`config.mk`:
```
export PLATFORM = sky130hd
export DESIGN_NAME = ssel_ctrl
export DESIGN_NICKNAME = d
export VERILOG_FILES = /design/src/rtl/ssel_pkg.sv /design/src/rtl/ssel_rst_sync.sv /design/src/rtl/ssel_cfg_reg.sv /design/src/rtl/ssel_hw_seq.sv /design/src/rtl/ssel_out_stage.sv /design/src/rtl/ssel_ctrl.sv
export SDC_FILE = /design/constraint.sdc
export NUM_CORES = 1
export LEC_CHECK = 0
export ABC_AREA = 1
export BUFFER_PORTS_ARGS = -buffer_cell sky130_fd_sc_hd__buf_2
export CAP_MARGIN = 10
export CORE_ASPECT_RATIO = 0.6
export CORE_MARGIN = 4
export CORE_UTILIZATION = 35
export DETAILED_ROUTE_END_ITERATION = 8
export GPL_ROUTABILITY_DRIVEN = 0
export SLEW_MARGIN = 25
export SYNTH_ARGS = -nofsm -noshare
export SYNTH_HDL_FRONTEND = slang
export SYNTH_SLANG_ARGS = --single-unit
```
`constraint.sdc`:
```
create_clock -name clk -period 2.3 [get_ports clk]
set_clock_uncertainty 0.05 [all_clocks]
set_input_delay 0.23 -clock clk [delete_from_list [all_inputs] [get_ports clk]]
set_output_delay 0.23 -clock clk [all_outputs]
set_load 0.02 [all_outputs]
```
`src/rtl/ssel_pkg.sv`:
```
package ssel_pkg;
  typedef enum logic [1:0] {
    SEQ_IDLE = 2'd0,
    SEQ_RUN  = 2'd1,
    SEQ_TAIL = 2'd2
  } seq_state_e;
endpackage

```
`src/rtl/ssel_rst_sync.sv`:
```
module ssel_rst_sync #(
  parameter int STAGES = 2
) (
  input  logic clk,
  input  logic rst_n,
  output logic rst_sync_n
);
  logic [STAGES-1:0] sync_q;

  always_ff @(posedge clk or negedge rst_n) begin
    if (!rst_n) sync_q <= '0;
    else        sync_q <= {sync_q[STAGES-2:0], 1'b1};
  end

  assign rst_sync_n = sync_q[STAGES-1];
endmodule

```
`src/rtl/ssel_cfg_reg.sv`:
```
module ssel_cfg_reg #(
  parameter int NUM_SEL = 8,
  localparam int CFG_W = NUM_SEL + 2
) (
  input  logic               clk,
  input  logic               rst_n,
  input  logic               we,
  input  logic [CFG_W-1:0]   wdata,
  output logic [NUM_SEL-1:0] mask_q,
  output logic               direct_q,
  output logic               inv_q
);
  localparam int DIRECT_POS = NUM_SEL;
  localparam int INV_POS    = NUM_SEL + 1;

  logic [CFG_W-1:0] cfg_q;

  always_ff @(posedge clk or negedge rst_n) begin
    if (!rst_n)  cfg_q <= '0;
    else if (we) cfg_q <= wdata;
  end

  assign mask_q   = cfg_q[NUM_SEL-1:0];
  assign direct_q = cfg_q[DIRECT_POS];
  assign inv_q    = cfg_q[INV_POS];
endmodule

```
`src/rtl/ssel_hw_seq.sv`:
```
module ssel_hw_seq
  import ssel_pkg::*;
(
  input  logic clk,
  input  logic rst_n,
  input  logic xfer_active,
  input  logic txq_empty,
  input  logic hold_sel,
  input  logic sck_tick,
  output logic hw_on
);
  seq_state_e state_q, state_d;
  logic       keep;

  assign keep = xfer_active || !txq_empty || hold_sel;

  always_comb begin
    state_d = state_q;
    unique case (state_q)
      SEQ_IDLE: if (xfer_active) state_d = SEQ_RUN;
      SEQ_RUN:  if (!keep)       state_d = SEQ_TAIL;
      SEQ_TAIL: begin
        if (keep)          state_d = SEQ_RUN;
        else if (sck_tick) state_d = SEQ_IDLE;
      end
      default:             state_d = SEQ_IDLE;
    endcase
  end

  always_ff @(posedge clk or negedge rst_n) begin
    if (!rst_n) state_q <= SEQ_IDLE;
    else        state_q <= state_d;
  end

  assign hw_on = (state_q != SEQ_IDLE);
endmodule

```
`src/rtl/ssel_out_stage.sv`:
```
module ssel_out_stage #(
  parameter int NUM_SEL = 8
) (
  input  logic               clk,
  input  logic               rst_n,
  input  logic [NUM_SEL-1:0] mask,
  input  logic               direct,
  input  logic               inv,
  input  logic               hw_on,
  output logic [NUM_SEL-1:0] lines_q,
  output logic               active_q
);
  logic [NUM_SEL-1:0] assert_d;
  logic [NUM_SEL-1:0] lines_d;
  logic               own;

  assign own = direct || hw_on;

  for (genvar i = 0; i < NUM_SEL; i++) begin : g_line
    assign assert_d[i] = mask[i] && own;
    assign lines_d[i]  = inv ? assert_d[i] : !assert_d[i];
  end

  always_ff @(posedge clk or negedge rst_n) begin
    if (!rst_n) begin
      lines_q  <= '1;
      active_q <= 1'b0;
    end else begin
      lines_q  <= lines_d;
      active_q <= |assert_d;
    end
  end
endmodule

```
`src/rtl/ssel_ctrl.sv`:
```
module ssel_ctrl #(
  parameter int NUM_SEL = 8
) (
  input  logic               clk,
  input  logic               rst_n,
  input  logic               cfg_we,
  input  logic [NUM_SEL+1:0] cfg_wdata,
  input  logic               xfer_active,
  input  logic               txq_empty,
  input  logic               hold_sel,
  input  logic               sck_tick,
  output logic [NUM_SEL-1:0] ssel_o,
  output logic               sel_active
);
  logic               rst_sync_n;
  logic [NUM_SEL-1:0] mask_q;
  logic               direct_q;
  logic               inv_q;
  logic               hw_on;

  ssel_rst_sync #(.STAGES(2)) u_rst (
    .clk        (clk),
    .rst_n      (rst_n),
    .rst_sync_n (rst_sync_n)
  );

  ssel_cfg_reg #(.NUM_SEL(NUM_SEL)) u_cfg (
    .clk      (clk),
    .rst_n    (rst_sync_n),
    .we       (cfg_we),
    .wdata    (cfg_wdata),
    .mask_q   (mask_q),
    .direct_q (direct_q),
    .inv_q    (inv_q)
  );

  ssel_hw_seq u_seq (
    .clk         (clk),
    .rst_n       (rst_sync_n),
    .xfer_active (xfer_active),
    .txq_empty   (txq_empty),
    .hold_sel    (hold_sel),
    .sck_tick    (sck_tick),
    .hw_on       (hw_on)
  );

  ssel_out_stage #(.NUM_SEL(NUM_SEL)) u_out (
    .clk      (clk),
    .rst_n    (rst_sync_n),
    .mask     (mask_q),
    .direct   (direct_q),
    .inv      (inv_q),
    .hw_on    (hw_on),
    .lines_q  (ssel_o),
    .active_q (sel_active)
  );
endmodule

```
==> results of run 1 <==
sequential cells by signal, indices dropped and copies added (netlist names):
| name | cells |
|---|---|
| u_seq.state_q | 2 |
| u_rst.sync_q | 2 |
| u_out.lines_q | 8 |
| u_cfg.cfg_q | 10 |
| u_out.active_q | 1 |
cells by family (layout without fill, tap and decap cells):
family,count (synthesis),after routing,share of synthesized area [%]
buffers and inverters,10,37,5.039
xor gates and xnor gates,8,8,7.427
muxes,9,9,10.74
AOI/OAI and AO/OA,7,7,3.713
other,1,1,0.3975
and+or+nand+nor,23,23,10.61
DFF,23,23,62.07
worst paths after layout:
| path | startpoint | to | slack [ns] |
|---|---|---|---|
| max in group asynchronous | u_rst.sync_q[1]$_DFF_PN0_ | u_cfg.cfg_q[4]$_DFFE_PN0P_ | 1.39 |
| hold / removal | cfg_wdata[8] | u_cfg.cfg_q[8]$_DFFE_PN0P_ | 0.14 |
| setup / recovery | u_out.lines_q[7]$_DFF_PN1_ | ssel_o[7] | 1.09 |
| hold reg to reg | u_rst.sync_q[1]$_DFF_PN0_ | u_seq.state_q[0]$_DFFE_PN0P_ | 0.29 |
| setup reg to reg | u_seq.state_q[0]$_DFFE_PN0P_ | u_out.active_q$_DFF_PN0_ | 1.14 |
| min in group asynchronous | rst_n | u_rst.sync_q[0]$_DFF_PN0_ | 0.22 |
cell usage in the layout (no fill, tap or decap):
cell type,n
xor2_1,8
dfrtp_1,15
nand3_1,1
clkbuf_1,1
nand2_1,13
nor2_1,4
o21ai_0,6
nor2_2,1
conb_1,1
dlygate4sd3_1,1
nand2_2,3
clkbuf_8,3
inv_1,7
nand4_1,1
dfstp_2,8
buf_2,25
a21oi_1,1
mux2_2,9
metal layers:
layer	vias up	GRT usage, %	routed length, µm
li1	305	-	-
met1	297	12.95	783
met2	15	15.92	749
met3	0	4.938	130
met4	0	2.128	0
met5	-	0	0
where the power goes:
group	internal (mW)	switching, mW	leakage, nW	total [mW]
Combinational	0.108	0.170	0.276	0.278
Clock	0.123	0.116	0.0228	0.239
Sequential	0.515	0.0499	0.259	0.565
Total	0.746	0.336	0.557	1.08
area by class of cell:
| type | instances | share of cell area [%] |
|---|---|---|
| multi-input cells | 48 | 27.16 |
| repair buffers | 26 | 11.83 |
| inverters | 7 | 2.300 |
| flip-flops and latches | 23 | 51.26 |
| clock buffers | 4 | 3.943 |
| well taps | 32 | 3.505 |
==> results.cfg, run 1 <==
[status]
status = completed

[setup_path]
cp.arrival_ns = 0.93
crit_type = register to primary output
slowest_stage = dfstp_2
cp_num_buf_inv = 1
crit_chain = buf_2
crit_family = flip-flops
critical_path_required_ns = 2.02
reg2regPathDepth = 6
endpoint_kind = primary output
worst_setup_path_start_kind = register
cp_max_fo = 1
path_depth = 1
critical-path-max-stage-delay_ns = 0.52

[routing]
wl_per_cell_um = 11.88
first_pass_iters = 4
dr_total_vias = 617
drt-total-wl_um = 1663
routed_via_density = 4.407
dr.first_iter.drc_count = 27
drc = 0
ant_nets = 0

[timing]
fin_ws_ns = 1.093
setup_viol = 0
slew_violations = 0
relSlewSlack_pct = 44.66
rsz0062_at_grt = false
hold_viol = 0
tightestPinTransition_ns = 0.8301
min_period_ns = 1.207
whs_ns = 0.1371
max_freq_mhz = 828.3
period_share_pct = 52.49
finalSetupTns_ns = 0

[grt]
track_usage_pct = 10.15
grt_pass1_wl_um = 2622
antenna_found_initial = 0
grt_pass1_vias = 592
grt_overflow_total = 0
grt_max_degree = 22

[finish]
final_layout_size_suffix_gt1_share_pct = 45.37
nFillCells = 236
fin_util_pct = 44.98
syn_to_final_growth_pct = 21.09
multi_input_area_um2 = 310.3
fin_cells = 140
final_cell_area_um2 = 1142
regArea_um2 = 585.6
diodes = 0
final_nets = 126

[cts]
clk_latency_ns = 0.26
clk_pin_slew_ns = 0.08
clockRootBuffer = clkbuf_8
cts_tree = yes
clockBufferDepth = 2
cts_hold_buf = 1
cts-resized-gates = 0
post_cts_buffers = 0
clock-sinks = 23
cts_made_buffers = 3
htreeDepth = 1

[logic_synthesis]
synthTopCellsByCount = 15 x dfrtp_1, 13 x nand2_1, 9 x mux2_2
synth_edf_count = 0
async_flop_share_pct = 100.0
yosys_warnings = 0
synth_top_cells_by_area = dfrtp_1 40%, dfstp_2 22%, mux2_2 11%, xor2_1 7.4%, nand2_1 5.2%
yosys_most_used_dff = dfrtp_1
synth_largest_area_cell = dfrtp_1
avgSynthCellArea_um2 = 11.65
seq_area_frac_synth_pct = 62.07
syn_area_um2 = 943.4
synth_seq_cells = 23
synth.most_common_cell = dfrtp_1
synth_cell_type_count = 17
synthCells = 81
syn-num-nets = 98
synth.top_cell.area_share_pct = 39.79

[floorplanning]
die_w_um = 75.03
initial_utilization_pct = 37.14
die-area_um2 = 3617
boundaryPins = 26
rows = 14
coreArea_um2 = 2540
die_height_um = 48.22

[power]
ir_drop_mv = 0.3887
leakagePower_nw = 0.5571
power.total_mw = 1.082
p_per_area_nw_per_um2 = 947.3

[worst_hold_path]
worstHoldPathType = primary input to register
hold-path-cell-count = 3

[place]
placed_cell_area_um2 = 1087
portBuffers = 25
dp_hpwl_um = 1306
placed_cells = 135
pre_cts_slack_ns = 1.147

[run]
drv_cap = 0
No activity file was read; power rests on OpenSTA's default activity.
==> inputs of run 2 (changes only) <==
Clock period 2.3 ns to 1.17 ns, I/O delays scaled along.
==> run 2 against run 1 <==
  * Combinational power rose by 120%
  * Count of clock-buffer cells in the layout did not move
  * Non-clock buffer count rose by 3
  * Critical path type unchanged
  * Critical endpoint is now ssel_o[1]
  * Critical path depth did not move
  * Sequential share of layout area fell by 1.2 points
==> results.cfg, run 2 (synthesized netlist as in run 1, its figures left out) <==
[cts]
cts_tree = yes
clk_latency_ns = 0.26
htreeDepth = 1
clock-sinks = 23
clockBufferDepth = 2
clk_pin_slew_ns = 0.08
clockRootBuffer = clkbuf_8
cts_made_buffers = 3

[timing]
rsz0062_at_grt = false
hold_viol = 0
whs_ns = 0.01172
fin_ws_ns = 0.07394
max_freq_mhz = 912.4
setup_viol = 0
period_share_pct = 93.68
min_period_ns = 1.096
finalSetupTns_ns = 0
slew_violations = 0

[routing]
drt-total-wl_um = 1636
dr.first_iter.drc_count = 23
dr_total_vias = 648
wl_per_cell_um = 11.44
routed_via_density = 4.531
ant_nets = 0
first_pass_iters = 4
drc = 0

[grt]
grt_pass1_wl_um = 2594
antenna_found_initial = 0
grt_overflow_total = 0
grt_max_degree = 22
track_usage_pct = 10.32
grt_pass1_vias = 624

[setup_path]
critical_path_required_ns = 1.00
crit_family = flip-flops
worst_setup_path_start_kind = register
critical-path-max-stage-delay_ns = 0.52
endpoint_kind = primary output
cp_num_buf_inv = 1
crit_chain = buf_2
cp.arrival_ns = 0.93
slowest_stage = dfstp_2
cp_max_fo = 1
crit_type = register to primary output

[floorplanning]
die-area_um2 = 3617
rows = 14
coreArea_um2 = 2540
initial_utilization_pct = 37.14
boundaryPins = 26
die_height_um = 48.22
die_w_um = 75.03

[finish]
syn_to_final_growth_pct = 24.01
final_layout_size_suffix_gt1_share_pct = 46.85
final_cell_mix = 25 x buf_2, 15 x dfrtp_1, 13 x nand2_1
largest_register = u_cfg.cfg_q
largestRegisters = u_cfg.cfg_q (10), u_out.lines_q (8)
final_nets = 129
diodes = 0
largest_register_ffs = 10
final_common_cell = buf_2

[power]
leakagePower_nw = 0.5761
intPower_mw = 1.499
clockPowerShare_pct = 22.0
p_per_area_nw_per_um2 = 1859
swShare_pct = 31.09
ir_drop_mv = 0.7207
p_comb_share_pct = 28.3
seqPwrFrac_pct = 49.7
p_switching_mw = 0.6763
power.total_mw = 2.175

[place]
dp_hpwl_um = 1271
pre_cts_slack_ns = 0.07205
portBuffers = 25

[worst_hold_path]
worstHoldPathType = primary input to register

[status]
status = completed

[run]
drv_cap = 0
## run 2: changes by cell type in the layout (fill, tap and decap cells not counted), sizes merged
cell	change
buf	+3
## run 2: cell type report
cell class              count  area [µm²]
multi-input cells          48       315.3
repair buffers             29       157.7
clock buffers               4       45.04
fillers                   238        1370
flip-flops and latches     23       585.6
inverters                   7       26.28
well taps                  32       40.04
## run 2: path summary, 6_finish.rpt
| path | slack [ns] | end | startpoint | depth (start not counted) |
|---|---|---|---|---|
| max reg2reg | 0.09 | u_out.active_q$_DFF_PN0_ | u_seq.state_q[1]$_DFFE_PN0P_ | 6 |
| min | 0.01 | u_cfg.cfg_q[8]$_DFFE_PN0P_ | cfg_wdata[8] | 3 |
| min in group asynchronous | 0.11 | u_rst.sync_q[1]$_DFF_PN0_ | rst_n | 2 |
| min reg2reg | 0.15 | u_cfg.cfg_q[7]$_DFFE_PN0P_ | u_rst.sync_q[1]$_DFF_PN0_ | 1 |
| max | 0.07 | ssel_o[1] | u_out.lines_q[1]$_DFF_PN1_ | 1 |
| max in group asynchronous | 0.64 | u_out.lines_q[6]$_DFF_PN1_ | u_rst.sync_q[1]$_DFF_PN0_ | 1 |
## run 2: power groups by stage
stage	Combinational [mW]	Clock [mW]	Sequential [mW]
floorplan	0.285	0	1.24
global placement	0.565	0	1.09
detailed placement	0.582	0	1.10
CTS	0.584	0.498	1.09
global route	0.677	0.525	1.10
finish	0.616	0.479	1.08
## run 2: routing by layer
| layer | up-vias | routed length, µm | global-route usage, % | part of all wire, % |
|---|---|---|---|---|
| li1 | 315 | - | - | - |
| met1 | 308 | 726 | 11.78 | 44 |
| met2 | 21 | 734 | 16.61 | 45 |
| met3 | 4 | 139 | 4.938 | 8.5 |
| met4 | 0 | 35 | 5.319 | 2.1 |
| met5 | - | 0 | 0 | 0 |
## run 2: metrics by stage
stage | std cells | util (%) | area (µm²)
final | 143 | 46.06 | 1170
after detailed placement | 137 | 43.40 | 1102
after floorplan | 81 | - | 943.4
after global routing | 143 | 46.06 | 1170
after CTS | 142 | 45.57 | 1157
after global placement | 137 | 43.40 | 1102
## run 2: timing repair
item	4_1_cts	5_1_grt
resized for setup	0	1
buffers inserted	0	1
hold buffers	1	0
setup endpoints to repair	0	1
endpoints found under the hold margin	2	0
==> inputs of run 3 (changes only) <==
Settings changed: ABC_AREA 1 to not set, CAP_MARGIN 10 to 20.
==> run 3 against run 2 <==
  * Core utilization is 5.8 points higher
  * Sequential share of layout area fell by 0.84 points
  * Register-to-register slack worse by 0.18 ns
  * Die area decreased by 4.9%
  * Sequential power fell by 7%
  * Via count shrank 14%
  * Critical path type is now register to register
  * Cell count down 10%
  * Global-route usage up 1.1 points
  * Setup slack got worse by 0.16 ns
  * Largest power group unchanged
  * Count of clock-buffer cells in the layout did not move
  * First-iteration DRC count down 17%
  * Design area rose by 1.7%
  * Highest routed layer unchanged
  * The run now ends with setup timing left
==> results.cfg, run 3 <==
[status]
status = finished with violations
violations = setup timing

[timing]
setup_viol = 9
whs_ns = 0.03592
fin_ws_ns = -0.08836
finalSetupTns_ns = -0.6453
hold_viol = 0
rsz0062_at_grt = true
slew_violations = 0
period_share_pct = 107.6
max_freq_mhz = 794.7
min_period_ns = 1.258

[grt]
grt_pass1_vias = 587
grt_pass1_wl_um = 2732
grt.busiest_layer = met2
grt_max_degree = 22
use_met1_pct = 14.00
use_met3_pct = 5.128
antenna_found_initial = 0
grt_overflow_total = 0
track_usage_pct = 11.39
globalRouteMet2Util_pct = 17.94

[routing]
drc = 0
wl_per_cell_um = 12.45
dr.first_iter.drc_count = 19
routed_via_density = 4.344
first_pass_iters = 3
ant_nets = 0
drt-total-wl_um = 1593
dr_total_vias = 556

[finish]
final_layout_size_suffix_gt1_share_pct = 65.31
largestRegisters = u_cfg.cfg_q (10), u_out.lines_q (8)
largest_register_ffs = 10
final_nets = 116
syn_to_final_growth_pct = 33.76
final_cell_mix = 25 x buf_2, 15 x dfrtp_1, 10 x mux2_2
largest_register = u_cfg.cfg_q
final_common_cell = buf_2
diodes = 0
nFillCells = 205
fin_util_pct = 51.88
fin_cells = 128

[floorplanning]
die_height_um = 47.05
die_w_um = 73.09
rows = 13
coreArea_um2 = 2293
initial_utilization_pct = 38.79
boundaryPins = 26
die-area_um2 = 3439

[logic_synthesis]
synthCells = 64
synth_seq_cells = 23
avgSynthCellArea_um2 = 13.90
syn-num-nets = 81
synth.most_common_cell = dfrtp_1
synth_largest_area_cell = dfrtp_1
seq_area_frac_synth_pct = 65.82
yosys_most_used_dff = dfrtp_1
synth_edf_count = 0
synth_cell_type_count = 18
synthTopCellsByCount = 15 x dfrtp_1, 10 x mux2_2, 8 x dfstp_2, 8 x nand2_1, 8 x xor2_1
yosys_warnings = 0
syn_area_um2 = 889.6
async_flop_share_pct = 100.0
synth_top_cells_by_area = dfrtp_1 42%, dfstp_2 24%, mux2_2 13%, xor2_1 7.9%, nand2_1 3.4%
synth.top_cell.area_share_pct = 42.19

[cts]
cts_made_buffers = 3
post_cts_buffers = 0
clockRootBuffer = clkbuf_8
clock-sinks = 23
clk_latency_ns = 0.26
clk_pin_slew_ns = 0.07
cts_tree = yes
clockBufferDepth = 2
htreeDepth = 1

[power]
power.total_mw = 1.866
leakagePower_nw = 0.5441
ir_drop_mv = 0.6847
p_per_area_nw_per_um2 = 1568

[run]
drv_cap = 0

[setup_path]
cp_max_fo = 5
worst_setup_path_start_kind = register
critical_path_required_ns = 1.31
endpoint_kind = register
cp.arrival_ns = 1.39
crit_type = register to register

[place]
placed_cells = 121
portBuffers = 25
dp_hpwl_um = 1206

[worst_hold_path]
worstHoldPathType = primary input to register
## run 3: cell type report
type	count	area, µm²	area share (%)
clock buffers	4	45.04	3.785
well taps	30	37.54	3.155
multi-input cells	38	327.8	27.55
flip-flops and latches	23	585.6	49.21
repair buffers	33	193.9	16.30
## run 3: report_power, final
part           switching, mW  internal, mW
sequential            0.0530         0.946
clock                  0.226         0.242
combinational          0.218         0.180
## run 3: cells by family after synthesis
kind of cell	share of synthesized area, %
other	0.4215
DFF	65.82
AOI/OAI and AO/OA	1.969
buffers and inverters	2.249
muxes	13.78
and+or+nand+nor	7.877
xor gates and xnor gates	7.877
## run 3: metrics by stage
step	setup slack, ns	instance area, µm²
4_1_cts	-0.08157	1171
5_1_grt	-0.1275	1190
2_1_floorplan	-0.02798	909.6
6_report	-0.08836	1190
3_3_place_gp	-0.06071	1090
3_5_place_dp	-0.08795	1090
## run 3: routing by layer
metal  vias up  wire [µm]
met2        15        704
met3         5        113
met5         -          0
li1        276          -
met1       260        752
met4         0         23
## run 3: final timing paths
kind / from / endpoint / slack [ns] / depth (start not counted)
max in group asynchronous: u_rst.sync_q[1]$_DFF_PN0_ / u_out.lines_q[7]$_DFF_PN1_ / 0.65 / 1
worst max register to register: u_seq.state_q[0]$_DFFE_PN0P_ / u_out.lines_q[1]$_DFF_PN1_ / -0.09 / 4
worst max-delay path: u_seq.state_q[0]$_DFFE_PN0P_ / u_out.lines_q[1]$_DFF_PN1_ / -0.09 / 4
worst min-delay path: cfg_wdata[3] / u_cfg.cfg_q[3]$_DFFE_PN0P_ / 0.04 / 2
worst min register to register: u_rst.sync_q[1]$_DFF_PN0_ / u_cfg.cfg_q[3]$_DFFE_PN0P_ / 0.15 / 1
min in group asynchronous: rst_n / u_rst.sync_q[0]$_DFF_PN0_ / 0.12 / 2
## run 3: worst max-delay path, stage by stage (launching register included)
cell,delay (ns)
dfrtp_1,0.38
or3_4,0.39
buf_6,0.14
nand2_2,0.06
xor2_1,0.17
## run 3: repair_timing
action,4_1_cts,5_1_grt
hold buffers,2,0
resized for setup,3,4
endpoints found under the hold margin,3,0
setup endpoints to repair,9,10
gates cloned,1,0
pin swaps,0,2
